===== config.mk =====
export PLATFORM = sky130hd
export DESIGN_NAME = pwr_mode_seq
export DESIGN_NICKNAME = d
export VERILOG_FILES = /design/src/rtl/pms_pkg.sv /design/src/rtl/pms_idle_timer.sv /design/src/rtl/pms_wake_src.sv /design/src/rtl/pms_fsm.sv /design/src/rtl/pms_dom_decode.sv /design/src/rtl/pwr_mode_seq.sv
export SDC_FILE = /design/constraint.sdc
export NUM_CORES = 1
export LEC_CHECK = 0
export ABC_CLOCK_PERIOD_IN_PS = 5400
export BUFFER_PORTS_ARGS = -buffer_cell sky130_fd_sc_hd__buf_2
export CAP_MARGIN = 20
export CORE_AREA = 10 10 64 66
export DETAILED_ROUTE_END_ITERATION = 7
export DIE_AREA = 0 0 74 76
export PLACE_DENSITY = 0.58
export SYNTH_ARGS = -nofsm -noshare
export SYNTH_HDL_FRONTEND = slang
export SYNTH_SLANG_ARGS = --single-unit

===== constraint.sdc =====
create_clock -name clk -period 5.4 [get_ports clk]
set_input_delay 0.27 -clock clk [delete_from_list [all_inputs] [get_ports clk]]
set_output_delay 0.27 -clock clk [all_outputs]
set_load 0.05 [all_outputs]

===== src/rtl/pms_pkg.sv =====
package pms_pkg;

   typedef enum logic [2:0] {
      ST_ACTIVE = 3'd0,
      ST_STBY   = 3'd1,
      ST_SUSP   = 3'd2,
      ST_HPD    = 3'd3,
      ST_WCLK   = 3'd4,
      ST_WREG   = 3'd5
   } pms_state_e;

   localparam logic [1:0] MODE_ACTIVE = 2'b00;
   localparam logic [1:0] MODE_STBY   = 2'b01;
   localparam logic [1:0] MODE_SUSP   = 2'b10;
   localparam logic [1:0] MODE_HPD    = 2'b11;

   typedef struct packed {
      logic sys_clk;
      logic lf_clk;
      logic mreg_lp;
      logic wake_pwr;
   } pms_dom_t;

endpackage


===== src/rtl/pms_idle_timer.sv =====
// USB bus silence counter, advanced by low-frequency clock strobes.
module pms_idle_timer #(
   parameter int LF_CLK_HZ = 365000,
   parameter int IDLE_US   = 3000
) (
   input  logic clk,
   input  logic rst_n,
   input  logic run,
   input  logic lf_tick,
   input  logic usb_act,
   output logic expire
);
   localparam longint TICKS_L    = (longint'(LF_CLK_HZ) * longint'(IDLE_US)) / 64'd1000000;
   localparam int     IDLE_TICKS = int'(TICKS_L);
   localparam int     CW         = $clog2(IDLE_TICKS + 1);
   localparam logic [CW-1:0] LIMIT = CW'(IDLE_TICKS);

   if (IDLE_TICKS < 1) begin : g_bad_cfg
      $error("pms_idle_timer: idle window shorter than one low-frequency tick");
   end

   logic [CW-1:0] cnt_q;
   logic          at_limit;

   assign at_limit = (cnt_q == LIMIT);

   always_ff @(posedge clk or negedge rst_n) begin
      if (!rst_n) begin
         cnt_q <= '0;
      end else if (!run || usb_act) begin
         cnt_q <= '0;
      end else if (lf_tick && !at_limit) begin
         cnt_q <= cnt_q + 1'b1;
      end
   end

   assign expire = run & lf_tick & ~usb_act & at_limit;

endmodule


===== src/rtl/pms_wake_src.sv =====
// Groups activity inputs into the wake condition of each low-power mode.
module pms_wake_src #(
   parameter bit STBY_MST_WAKE = 1'b1
) (
   input  logic usb_act,
   input  logic host_act,
   input  logic mst_act,
   input  logic ext_wake,
   output logic wake_stby,
   output logic wake_susp,
   output logic wake_hpd
);
   logic link_act;
   assign link_act = usb_act | host_act | ext_wake;

   if (STBY_MST_WAKE) begin : g_stby_all
      assign wake_stby = link_act | mst_act;
   end else begin : g_stby_link
      logic unused_mst;
      assign unused_mst = mst_act;
      assign wake_stby  = link_act;
   end

   assign wake_susp = link_act;
   assign wake_hpd  = ext_wake;

endmodule


===== src/rtl/pms_fsm.sv =====
// Mode state machine with a fixed two-step exit sequence.
module pms_fsm
   import pms_pkg::*;
(
   input  logic       clk,
   input  logic       rst_n,
   input  logic       sw_req,
   input  logic [1:0] sw_mode,
   input  logic       idle_expire,
   input  logic       wake_stby,
   input  logic       wake_susp,
   input  logic       wake_hpd,
   output pms_state_e state_o,
   output logic [1:0] last_lp_o
);
   pms_state_e state_q, state_d;
   logic [1:0] last_q, last_d;

   always_comb begin
      state_d = state_q;
      last_d  = last_q;
      unique case (state_q)
         ST_ACTIVE: begin
            if (sw_req && sw_mode == MODE_STBY) begin
               state_d = ST_STBY;
               last_d  = MODE_STBY;
            end else if (sw_req && sw_mode == MODE_HPD) begin
               state_d = ST_HPD;
               last_d  = MODE_HPD;
            end else if (idle_expire) begin
               state_d = ST_SUSP;
               last_d  = MODE_SUSP;
            end
         end
         ST_STBY: if (wake_stby) state_d = ST_WCLK;
         ST_SUSP: if (wake_susp) state_d = ST_WCLK;
         ST_HPD:  if (wake_hpd)  state_d = ST_WCLK;
         ST_WCLK: state_d = ST_WREG;
         ST_WREG: state_d = ST_ACTIVE;
         default: state_d = ST_ACTIVE;
      endcase
   end

   always_ff @(posedge clk or negedge rst_n) begin
      if (!rst_n) begin
         state_q <= ST_ACTIVE;
         last_q  <= MODE_ACTIVE;
      end else begin
         state_q <= state_d;
         last_q  <= last_d;
      end
   end

   assign state_o   = state_q;
   assign last_lp_o = last_q;

endmodule


===== src/rtl/pms_dom_decode.sv =====
// Maps the state to per-domain enables and the reported mode.
module pms_dom_decode
   import pms_pkg::*;
#(
   parameter bit SUSP_MREG_LP = 1'b1
) (
   input  pms_state_e state,
   input  logic [1:0] last_lp,
   output pms_dom_t   dom,
   output logic [1:0] mode,
   output logic       waking
);
   logic susp_lp;

   if (SUSP_MREG_LP) begin : g_susp_lp
      assign susp_lp = 1'b1;
   end else begin : g_susp_full
      assign susp_lp = 1'b0;
   end

   always_comb begin
      dom    = '{sys_clk: 1'b1, lf_clk: 1'b1, mreg_lp: 1'b0, wake_pwr: 1'b1};
      mode   = MODE_ACTIVE;
      waking = 1'b0;
      unique case (state)
         ST_ACTIVE: ;
         ST_STBY: begin
            dom  = '{sys_clk: 1'b0, lf_clk: 1'b1, mreg_lp: 1'b1, wake_pwr: 1'b1};
            mode = MODE_STBY;
         end
         ST_SUSP: begin
            dom  = '{sys_clk: 1'b0, lf_clk: 1'b1, mreg_lp: susp_lp, wake_pwr: 1'b1};
            mode = MODE_SUSP;
         end
         ST_HPD: begin
            dom  = '{sys_clk: 1'b0, lf_clk: 1'b0, mreg_lp: 1'b1, wake_pwr: 1'b0};
            mode = MODE_HPD;
         end
         ST_WCLK: begin
            dom    = '{sys_clk: 1'b1, lf_clk: 1'b1, mreg_lp: 1'b1, wake_pwr: 1'b1};
            mode   = last_lp;
            waking = 1'b1;
         end
         ST_WREG: begin
            dom    = '{sys_clk: 1'b1, lf_clk: 1'b1, mreg_lp: 1'b0, wake_pwr: 1'b1};
            mode   = last_lp;
            waking = 1'b1;
         end
         default: ;
      endcase
   end

endmodule


===== src/rtl/pwr_mode_seq.sv =====
module pwr_mode_seq
   import pms_pkg::*;
#(
   parameter int LF_CLK_HZ     = 365000,
   parameter int IDLE_US       = 3000,
   parameter bit STBY_MST_WAKE = 1'b1,
   parameter bit SUSP_MREG_LP  = 1'b1
) (
   input  logic       clk,
   input  logic       rst_n,
   input  logic       lf_tick,
   input  logic       usb_sel,
   input  logic       usb_act,
   input  logic       host_act,
   input  logic       mst_act,
   input  logic       ext_wake,
   input  logic       sw_req,
   input  logic [1:0] sw_mode,
   output logic       sys_clk_en,
   output logic       lf_clk_en,
   output logic       mreg_lp,
   output logic       wake_pwr_en,
   output logic [1:0] mode_o,
   output logic       waking_o
);
   pms_state_e state;
   logic [1:0] last_lp;
   logic       idle_expire, timer_run;
   logic       wake_stby, wake_susp, wake_hpd;
   pms_dom_t   dom;

   assign timer_run = usb_sel & (state == ST_ACTIVE);

   pms_idle_timer #(
      .LF_CLK_HZ (LF_CLK_HZ),
      .IDLE_US   (IDLE_US)
   ) u_timer (
      .clk     (clk),
      .rst_n   (rst_n),
      .run     (timer_run),
      .lf_tick (lf_tick),
      .usb_act (usb_act),
      .expire  (idle_expire)
   );

   pms_wake_src #(
      .STBY_MST_WAKE (STBY_MST_WAKE)
   ) u_wake (
      .usb_act   (usb_act),
      .host_act  (host_act),
      .mst_act   (mst_act),
      .ext_wake  (ext_wake),
      .wake_stby (wake_stby),
      .wake_susp (wake_susp),
      .wake_hpd  (wake_hpd)
   );

   pms_fsm u_fsm (
      .clk         (clk),
      .rst_n       (rst_n),
      .sw_req      (sw_req),
      .sw_mode     (sw_mode),
      .idle_expire (idle_expire),
      .wake_stby   (wake_stby),
      .wake_susp   (wake_susp),
      .wake_hpd    (wake_hpd),
      .state_o     (state),
      .last_lp_o   (last_lp)
   );

   pms_dom_decode #(
      .SUSP_MREG_LP (SUSP_MREG_LP)
   ) u_dec (
      .state   (state),
      .last_lp (last_lp),
      .dom     (dom),
      .mode    (mode_o),
      .waking  (waking_o)
   );

   assign sys_clk_en  = dom.sys_clk;
   assign lf_clk_en   = dom.lf_clk;
   assign mreg_lp     = dom.mreg_lp;
   assign wake_pwr_en = dom.wake_pwr;

endmodule


==> reports/results.txt <==
# rows: 20
Number of global-route vias before repair: 824
# IOs: 18
Antenna Cells: 0
Die Span Y: 76 microns
Pre-CTS setup slack: 3.327 ns
WHS Endpoint: u_fsm.state_o[1]
Post-DP HPWL: 1578 microns
First-pass GRT wire length: 3560 microns
Post-route met1 wirelength: 866 microns
Core Region: 2928 sq um
Status: completed
Worst r2r src: u_fsm.state_o[2]
Worst-Margin Slew: 0.4668 ns
Die Area: 5624 sq um
Logic pwr share: 48.2%
Distinct cells, synth: 38
Die X: 74 microns
Critical path arrival: 2.23 ns
Pwr Density: 383.2 nW/um^2
Post-synth top flop: dfrtp_1
Final hold viol count: 0
CP Max Fanout: 12
Largest net degree at the start of global routing: 17
Fraction of registers with async set/reset: 100.0%
DRC Markers: 0
Internal power: 0.2178 mW
Cell count of the worst hold path: 3
Clk_skew: 0.0004720 ns
Final Instance Area: 1097 sq um
Final WS setup: 3.346 ns
Share of the yosys chip area belonging to registers: 41.50%
Starting DRT DRC Count: 35
Setup TNS: 0 ns
Max rail drop VDD: 375.6 uV
Remaining global-route overflow: 0
NetSw: 0.2027 mW
Worst Hold Class: input pin to register
Critical Path RT: 5.57 ns
Met2 Wirelength: 865 microns
Clock Tree Buf Depth: 2
Starting Density: 32.95%
Area grow syn2layout: 13.75%
Drt first pass iters: 4
Vias post-DR: 797
Final Max Slew Viols: 0
CTS Sinks: 16
Reg2Reg Capture Point: u_fsm.last_lp_o[0]
Critical path endpoint category: register
Num CTS Buffers: 3
Clock power frac: 14.3%
Drt wl/cell: 12.87 microns
GPL Wtd Cong: 0.7768
Layout cells sized above 1: 23.53%
Initial antenna violation count: 0
Mapped Nets: 114
Sw frac: 48.20%
Antenna-violating nets left: 0
Cts repair resizes: 0
Util after Layout: 37.48%
Max Freq: 0.4868 GHz
Worst-skew pair later-pin latency: 0.28 ns
Root Buffer: clkbuf_4
Placed Area: 1065 sq um
Met3 wire length: 215 microns
P_leak: 0.4403 nW
Worst Reg-to-Reg Cells: 4
Relative slew slack: 68.79%
Drt via density: 5.243
Yosys warns: 0
IO buf count: 17
Max_cap viols: 0
Worst Setup Start Kind: register
Post-synth EDFFs: 0
H-tree depth: 1
Nets@finish: 133
R2r setup slk: 3.35 ns
Setup violations, final: 0
Worst Hold Launch: sw_mode[1]
WS Path Type: register to register
Synth Area per Inst: 9.458 sq um
Reg clk slew, reported paths: 0.08 ns
Tmin final: 2.054 ns
Mapped Area: 964.7 sq um
Flops & latches, synth: 16
Reg power frac: 37.5%
Uppermost routed layer: met4
Final worst path period share: 38.04%
CTS tree: yes
Cells after Synth: 102
RSZ-0062 raised after global routing: no
Setup repair bufs after CTS: 0
Total GRT Usage: 7.356%
DRT Wirelength: 1956 microns
-- cells by family (layout without fill, tap and decap cells) --
logic type / count (synthesis) / after routing / share of synthesized area, %
muxes: 1 / 1 / 1.038
DFF: 16 / 16 / 41.50
xor gates and xnor gates: 9 / 9 / 8.172
AOI/OAI and AO/OA: 19 / 19 / 14.66
buffers and inverters: 8 / 25 / 4.280
and+or+nand+nor: 48 / 48 / 29.05
adders and majority gates: 1 / 1 / 1.297
-- Yosys cell counts (2+ instances only) --
master / number / area, sq um
nor4_1: 2 / 12.51
clkbuf_1: 2 / 7.510
o21ai_0: 4 / 20.02
a31oi_1: 2 / 12.51
nand2_1: 10 / 37.54
dfrtp_1: 16 / 400.4
xnor2_1: 6 / 52.55
nand3_1: 4 / 20.02
nor3_1: 3 / 15.01
nor2_1: 13 / 48.80
nor2b_1: 2 / 12.51
inv_1: 4 / 15.01
or3_1: 2 / 12.51
a21oi_1: 4 / 20.02
xor2_1: 3 / 26.28
nand4_1: 3 / 18.77
-- worst max path at each step --
stage	from	endpoint	slack, ns	cells past startpoint
global placement	u_fsm.state_o[2]	u_fsm.last_lp_o[0]	3.36	4
global route	u_fsm.state_o[2]	u_fsm.state_o[1]	3.10	4
CTS	u_fsm.state_o[2]	u_fsm.last_lp_o[0]	3.31	4
finish	u_fsm.state_o[2]	u_fsm.last_lp_o[0]	3.35	4
detailed placement	u_fsm.state_o[2]	u_fsm.last_lp_o[0]	3.33	4
floorplan	u_fsm.state_o[1]	mode_o[1]	3.17	4
-- sequential cells by signal (all words and copies together) (netlist names) --
register / flops
u_timer.cnt_q: 11
u_fsm.last_lp_o: 2
u_fsm.state_o: 3
-- power groups by stage --
stage                     logic (mW)  registers (mW)  clock network [mW]
final                          0.203           0.158              0.0599
after global routing           0.221           0.161              0.0669
after CTS                      0.206           0.158              0.0639
after detailed placement       0.205           0.161                   0
after global placement         0.204           0.160                   0
after floorplan                0.180           0.146                   0
-- area by class of cell --
cell class | count | area (sq um)
flip-flops and latches | 16 | 400.4
repair buffers | 18 | 95.09
well taps | 33 | 41.29
multi-input cells | 78 | 523.0
fillers | 285 | 1831
clock buffers | 3 | 22.52
inverters | 4 | 15.01
-- what timing repair did --
item                                    4_1_cts  5_1_grt
hold buffers                                  1        0
endpoints found under the hold margin        16        0
endpoints found under the setup margin        0        0
-- metal layers --
metal / vias up / track usage, %
met5: - / 0
met4: 0 / 0.5597
met3: 2 / 3.646
met2: 21 / 11.60
met1: 369 / 9.063
li1: 405 / -
-- stage by stage --
stage,std cells,power (mW),hold WS (ns)
floorplan,102,0.3262,-0.02559
detailed placement,148,0.3657,0.2024
finish,152,0.4205,0.2572
global route,152,0.4494,0.2795
CTS,152,0.4281,0.2478
global placement,148,0.3639,0.1980
-- cells in the final DEF, fill, tap and decap left out --
cell type / instances
a211o_1: 1
a21o_1: 1
a21oi_1: 4
a22o_1: 1
a31o_4: 1
a31oi_1: 2
a32oi_1: 1
and2_0: 1
and4_2: 1
and4b_4: 1
buf_2: 17
clkbuf_4: 3
dfrtp_1: 16
dlygate4sd3_1: 1
ha_1: 1
inv_1: 4
mux2i_1: 1
nand2_1: 10
nand3_1: 4
nand3b_1: 1
nand4_1: 3
nor2_1: 13
nor2b_1: 2
nor3_1: 3
nor3_4: 1
nor4_1: 2
nor4b_4: 1
o211ai_1: 1
o21ai_0: 4
o22ai_1: 1
o311ai_2: 1
o31ai_1: 1
or2_2: 1
or3_1: 2
or3_4: 1
or4_1: 1
xnor2_1: 6
xor2_1: 3
-- critical path: stages (launching register included) --
cell      delay, ns
dfrtp_1        0.50
nor3_4         0.31
nand3b_1       0.39
or3_4          0.52
a22o_1         0.23
No activity file was read; power rests on OpenSTA's default activity.
